File: src/rtl/eiu_pkg.sv
package eiu_pkg;

  typedef enum logic [2:0] {
    RegMask     = 3'd0,
    RegSrcSel   = 3'd1,
    RegPend     = 3'd2,
    RegRaw      = 3'd3,
    RegClear    = 3'd4,
    RegPolarity = 3'd5,
    RegEdgeSel  = 3'd6,
    RegSwSet    = 3'd7
  } regIdx_e;

  typedef struct packed {
    logic mask;
    logic srcSel;
    logic clear;
    logic polarity;
    logic edgeSel;
    logic swSet;
  } wrStrobe_t;

endpackage

File: src/rtl/eiu_ctrl.sv
module eiu_ctrl
  import eiu_pkg::*;
(
  input  logic       wrEn,
  input  logic [2:0] regAddr,
  output wrStrobe_t  wrStb,
  output regIdx_e    rdIdx
);

  regIdx_e idx;
  assign idx   = regIdx_e'(regAddr);
  assign rdIdx = idx;

  always_comb begin
    wrStb = '0;
    if (wrEn) begin
      case (idx)
        RegMask:     wrStb.mask     = 1'b1;
        RegSrcSel:   wrStb.srcSel   = 1'b1;
        RegClear:    wrStb.clear    = 1'b1;
        RegPolarity: wrStb.polarity = 1'b1;
        RegEdgeSel:  wrStb.edgeSel  = 1'b1;
        RegSwSet:    wrStb.swSet    = 1'b1;
        default:     wrStb          = '0;
      endcase
    end
  end

endmodule

File: src/rtl/eiu_datapath.sv
module eiu_datapath
  import eiu_pkg::*;
#(
  parameter int NUM_LINES  = 32,
  parameter int SYNC_DEPTH = 2
) (
  input  logic                 clk,
  input  logic                 rstN,
  input  wrStrobe_t            wrStb,
  input  regIdx_e              rdIdx,
  input  logic [NUM_LINES-1:0] wrData,
  input  logic [NUM_LINES-1:0] irqIn,
  output logic [NUM_LINES-1:0] rdData,
  output logic [NUM_LINES-1:0] irqOut,
  output logic [NUM_LINES-1:0] latchQ,
  output logic [NUM_LINES-1:0] evtVec
);

  localparam int LAST = SYNC_DEPTH - 1;

  logic [NUM_LINES-1:0] syncQ [SYNC_DEPTH];
  logic [NUM_LINES-1:0] prevQ;
  logic [NUM_LINES-1:0] maskQ, srcSelQ, polQ, edgeQ;
  logic [NUM_LINES-1:0] sampleNow, levelAct, riseVec, fallVec;
  logic [NUM_LINES-1:0] clrBits, setBits, latchD, rawStat, pendStat;

  // input synchronizer chain
  always_ff @(posedge clk or negedge rstN) begin
    if (!rstN) syncQ[0] <= '0;
    else       syncQ[0] <= irqIn;
  end

  for (genvar s = 1; s < SYNC_DEPTH; s++) begin : g_sync
    always_ff @(posedge clk or negedge rstN) begin
      if (!rstN) syncQ[s] <= '0;
      else       syncQ[s] <= syncQ[s-1];
    end
  end

  assign sampleNow = syncQ[LAST];

  always_ff @(posedge clk or negedge rstN) begin
    if (!rstN) prevQ <= '0;
    else       prevQ <= sampleNow;
  end

  // configuration storage
  always_ff @(posedge clk or negedge rstN) begin
    if (!rstN) begin
      maskQ   <= '1;
      srcSelQ <= '0;
      polQ    <= '1;
      edgeQ   <= '0;
    end else begin
      if (wrStb.mask)     maskQ   <= wrData;
      if (wrStb.srcSel)   srcSelQ <= wrData;
      if (wrStb.polarity) polQ    <= wrData;
      if (wrStb.edgeSel)  edgeQ   <= wrData;
    end
  end

  // detection
  assign levelAct = ~(sampleNow ^ polQ);
  assign riseVec  = sampleNow & ~prevQ;
  assign fallVec  = ~sampleNow & prevQ;
  assign evtVec   = edgeQ & ((polQ & riseVec) | (~polQ & fallVec));

  // request latch: new events and software sets win over a clear
  assign clrBits = wrStb.clear ? wrData : '0;
  assign setBits = wrStb.swSet ? wrData : '0;
  assign latchD  = (latchQ & ~clrBits) | evtVec | setBits;

  always_ff @(posedge clk or negedge rstN) begin
    if (!rstN) latchQ <= '0;
    else       latchQ <= latchD;
  end

  assign rawStat  = latchQ | (~edgeQ & levelAct);
  assign pendStat = rawStat & ~maskQ;
  assign irqOut   = pendStat;

  always_comb begin
    case (rdIdx)
      RegMask:     rdData = maskQ;
      RegSrcSel:   rdData = srcSelQ;
      RegPend:     rdData = pendStat;
      RegRaw:      rdData = rawStat;
      RegPolarity: rdData = polQ;
      RegEdgeSel:  rdData = edgeQ;
      default:     rdData = '0;
    endcase
  end

endmodule

File: src/rtl/ext_irq_unit.sv
module ext_irq_unit
  import eiu_pkg::*;
#(
  parameter int NUM_LINES  = 32,
  parameter int SYNC_DEPTH = 2
) (
  input  logic                 clk,
  input  logic                 rstN,
  input  logic                 wrEn,
  input  logic [2:0]           regAddr,
  input  logic [NUM_LINES-1:0] wrData,
  output logic [NUM_LINES-1:0] rdData,
  input  logic [NUM_LINES-1:0] irqIn,
  output logic [NUM_LINES-1:0] irqOut
);

  wrStrobe_t            wrStb;
  regIdx_e              rdIdx;
  logic [NUM_LINES-1:0] latchQ, evtVec;

  eiu_ctrl u_ctl (
    .wrEn    (wrEn),
    .regAddr (regAddr),
    .wrStb   (wrStb),
    .rdIdx   (rdIdx)
  );

  eiu_datapath #(
    .NUM_LINES  (NUM_LINES),
    .SYNC_DEPTH (SYNC_DEPTH)
  ) u_dp (
    .clk    (clk),
    .rstN   (rstN),
    .wrStb  (wrStb),
    .rdIdx  (rdIdx),
    .wrData (wrData),
    .irqIn  (irqIn),
    .rdData (rdData),
    .irqOut (irqOut),
    .latchQ (latchQ),
    .evtVec (evtVec)
  );

endmodule

File: config.mk
export PLATFORM = sky130hd
export DESIGN_NAME = ext_irq_unit
export DESIGN_NICKNAME = d
export VERILOG_FILES = /design/src/rtl/eiu_pkg.sv /design/src/rtl/eiu_ctrl.sv /design/src/rtl/eiu_datapath.sv /design/src/rtl/ext_irq_unit.sv
export SDC_FILE = /design/constraint.sdc
export NUM_CORES = 1
export LEC_CHECK = 0
export BUFFER_PORTS_ARGS = -buffer_cell sky130_fd_sc_hd__buf_2
export CAP_MARGIN = 20
export CORE_MARGIN = 10
export CORE_UTILIZATION = 35
export DETAILED_ROUTE_END_ITERATION = 7
export GPL_TIMING_DRIVEN = 0
export PLACE_DENSITY_LB_ADDON = 0.12
export SYNTH_ARGS = -nofsm -noshare
export SYNTH_HDL_FRONTEND = slang
export SYNTH_HIERARCHICAL = 1
export SYNTH_SLANG_ARGS = --single-unit
File: constraint.sdc
create_clock -name clk -period 2.62 [get_ports clk]
set_input_delay 0.393 -clock clk [delete_from_list [all_inputs] [get_ports clk]]
set_output_delay 0.393 -clock clk [all_outputs]
set_load 0.1 [all_outputs]
# After elaboration in Yosys (flattened, before gate mapping)
# Cells that the tools add are included.
# totals
register_bits	256
wordCells	46
inputBits	70
out_inout_bits	64
# classes
bitwise	20
mux	10
n_eq_ne	7
n_reduce_logical	1
# op_table
cell	n
bitwise AND 32 bit	8
NOT 32 bit	7
case mux 32 bit (6 select lines)	1
OR 32 bit	4
2-to-1 mux 32 bit	2
XOR 32 bit	1
equality test 3 bit, second input constant	4
equality test 3 x 2 -> 1 bit, second input constant	2
2-to-1 mux 1 bit	6
2-to-1 mux 6 bit	1
equality test 3 x 1 -> 1 bit, second input constant	1
logical NOT 3 bit	1

# Depth between registers and ports, before layout
# logic_depth
ltp_word	8
mapped_depth	7

# Modules after synthesis
# Netlist, hierarchy kept.
# modules_own_cells
mod	area_each_um2	n_inst	seq_area_each_um2	cells_per_inst
eiu_datapath	11508.5	1	6486.2	1020
eiu_ctrl	95.1	1	0.0	9

# Least setup slack after synthesis
# Ideal clock, no wire load.
# synth_path
path_type	input-to-output
startpoint	input regAddr[0]
endpoint	output rdData[0]
path_stages	6
path_buffers	3
t_arrival_ns	2.687
setup_slack_ns	-0.460
required_ns	2.227
path_cell_list	buf_4 -> buf_4 -> nor2_2 -> buf_2 -> a22oi_1 -> o221ai_1
# synth_via
elab_chain_len	2
elab_cells_between_ends	7
classes_between	5 x eq/ne; 1 x mux; 1 x reduce/logical
# synth_rtl
item	line	rtl
start: declaration	ext_irq_unit.sv:10	input logic [2:0] regAddr,
equality test 3 bit (tied with other cells)	eiu_datapath.sv:83	case (rdIdx)
case mux 32 bit (6 select lines) (*)	eiu_datapath.sv:83	
end: declaration	ext_irq_unit.sv:12	output logic [NUM_LINES-1:0] rdData,
# Every way passes the cells marked *; elsewhere a longest branch is shown, timed or not.

# Worst setup path in the final report
# Ends and elaborated chain as after synthesis.

==> impl_metrics.ini <==
[placement]
place_inst = 1606
portBuffers = 133
gp_congestion = 0.795
dp_hpwl_mm = 22.5

[logic_synthesis]
ys_types = 36
ys.flop_type = dfrtp_1
yosysMostFrequentCell = dfrtp_1
synth_top_area_share_pct = 41.4
yosysTopAreaCell = dfrtp_1
netlist_area_sq_um = 11600
yosys-top-cells-area = dfrtp_1, dfstp_2, mux2_2, nand2_1, o21ai_0
synthCells = 1029
ys_ff_latch = 256
ys_seq_area_share_pct = 55.9
synthTopCellsByCount = dfrtp_1, nand2_1, o21ai_0, mux2_2
async_flop_share_pct = 100
avgSynthCellArea_sq_um = 11.3
synth-edff-count = 0
yosysWarnings = 6
synth_nets = 1099

[clock_tree]
cts_buffer_depth = 3
cts_buffers = 29
post_cts_buffers = 0
cts.sinks = 256
clkLatencyLatePin_ns = 0.56
cts_tree = done
cts.root.buffer_cell = clkbuf_16
cts_max_level = 1
clkSlewWorstSetupHoldPaths_ns = 0.06

[drt]
wl_mm = 34.4
vias = 8761
routed_via_density = 5.17
drtAntennaViolNets = 0
route.detailed.drc = 0
first_iter_violations = 495
post_drt_wl_per_cell_um = 20.3
dr.pass1.iters = 5

[critical_path]
cp-end-kind = output port
path_class = in2out
path_buf_inv = 5
critPathMaxFanout = 10
crit_family = buffers and inverters
critPathLaunchType = input pin
cpPeakStageDelay_ns = 0.36
cp.required_ns = 2.23
crit_slowest_cell = buf_2
path_cells = buf_2 > buf_4 > buf_4 > nor2_2 > buf_2 > a22oi_1 > o221ai_2 > buf_4
arrival_ns = 2.15
cp_common_cell = buf_4

[die]
start_util_pct = 35.6
io_pins = 134
die_area_sq_um = 40800
num_rows = 66
fp.dieH_um = 202
die_width_um = 202
core_sq_um = 32600

[sta]
finClkSkew_ns = 0.0170
slew_violations = 0
fmax_mhz = 394
slew-limit-headroom_pct = 36.0
hold_viol = 0
max_slew.worst_pin.slew_ns = 0.959
fin_crit_sh_pct = 96.9
whs_ns = 0.0995
fin_crit_ns = 2.54
finalSetupViolations = 0

[pwr]
power_density_nw_per_um2 = 932
p_leak_nw = 5.91
max-vdd-ir-drop_mv = 0.580
p_total_mw = 13.6

[grt]
grt_max_degree = 114
grt_use_total_pct = 16.6
grt_pass1_wl_mm = 53.5
grt_pass1_vias = 9001
antenna_found_initial = 6
gr-total-overflow = 0

[hold_path]
hp-class = in2reg

[run_status]
status = finished clean

[finish]
nets = 1298
layout.cells.non_filler = 1696
layout-drive-gt1-share_pct = 34.6
syn2layout_area_growth_pct = 25.6

[job]
cap_violations = 0
==> area by class of cell <==
cell class,count,area (sq um)
clock buffer,40,857
buffer,56,313
antenna,3,7.51
timing repair buffer,168,1170
tap,442,553
fill,3101,18000
sequential,256,6490
inverter,64,240
multi-input combinational,653,4740
clock inverter,14,204
==> registers in the layout, indices dropped and copies added, names as in the netlist <==
signal	cells
u_dp/syncQ	32
u_dp/sampleNow	32
u_dp/maskQ	32
u_dp/polQ	32
u_dp/prevQ	32
u_dp/srcSelQ	32
u_dp/latchQ	32
u_dp/edgeQ	32
==> power by group <==
part / leakage (nW) / switching (mW) / internal (mW)
combinational: 2.51 / 2.77 / 1.14
clock: 0.523 / 1.68 / 2.77
sequential: 2.88 / 0.500 / 4.72
==> metrics by stage <==
step | utilization, % | setup TNS, ns | worst slack (ns) | cell area (sq um)
floorplan | - | -3.15 | -0.321 | 11800
global placement | 39.8 | -849.78 | -3.77 | 13000
detailed placement | 40.0 | -1.85 | -0.129 | 13000
CTS | 44.4 | 0 | 0.0119 | 14500
global route | 44.6 | -0.000268 | -0.000268 | 14600
finish | 44.7 | 0 | 0.0802 | 14600
==> cell families after synthesis <==
group	after synthesis	synth area share [%]
xor+xnor	32	2.42
flops	256	55.9
buf+inv	120	4.57
mux	95	9.77
compound gates	267	15.3
simple gates	259	12.0
==> path summary, 6_finish.rpt <==
check	startpoint	to	slack [ns]	depth (start not counted)
worst min-delay path	wrData[24]	u_dp/polQ[24]	0.1	3
worst max-delay path	regAddr[0]	rdData[0]	0.08	8
max in group asynchronous	rstN	u_dp/edgeQ[17]	1.27	3
min in group asynchronous	rstN	u_dp/sampleNow[24]	0.36	2
worst min register to register	u_dp/syncQ[50]	u_dp/sampleNow[18]	0.33	0
worst max register to register	u_dp/sampleNow[20]	u_dp/latchQ[20]	1.38	3
==> worst reg2reg max path: cells and delay by family (launching register included) <==
family / cells / cell delay [ns]
AO/OA/AOI/OAI: 2 / 0.27
flip-flops: 1 / 0.44
AND/OR/NAND/NOR: 1 / 0.47
==> layer usage <==
layer | up-vias | share of wire [%] | wire, um | global-route usage (%)
li1 | 4068 | - | - | -
met1 | 4415 | 47 | 16200 | 22.6
met2 | 221 | 46 | 15700 | 26.3
met3 | 51 | 5.6 | 1940 | 3.65
met4 | 6 | 1.7 | 578 | 3.62
met5 | - | 0.13 | 44 | 0
==> cell usage in the layout, fill, tap and decap left out, types with 2 or more instances in the layout <==
cell type / instances
clkbuf_1: 27
or3b_1: 10
mux2_1: 2
clkbuf_4: 13
and3b_1: 2
or3b_2: 22
and4bb_2: 2
a221o_1: 32
buf_2: 115
dlygate4sd3_1: 33
clkbuf_8: 9
buf_4: 19
mux2_4: 17
nand3b_1: 32
dfrtp_1: 192
and4b_2: 2
a22oi_2: 5
buf_16: 2
xnor2_1: 32
bufinv_16: 5
nor2_1: 32
clkinv_2: 6
inv_1: 64
clkbuf_16: 29
clkinvlp_4: 2
o221ai_2: 21
o211ai_1: 21
a41oi_1: 10
diode_2: 3
nor3_1: 11
buf_6: 15
nand2_1: 118
mux2_2: 76
a21oi_1: 64
o21ai_0: 85
dfstp_2: 64
nand2b_1: 22
a22oi_1: 26
==> timing repair <==
| action | in CTS | in global routing |
|---|---|---|
| hold endpoints to repair | 84 | 0 |
| gates resized for setup | 22 | 25 |
| hold buffers | 33 | 0 |
| endpoints found under the setup margin | 31 | 29 |
(Power assumes the default switching activity.)
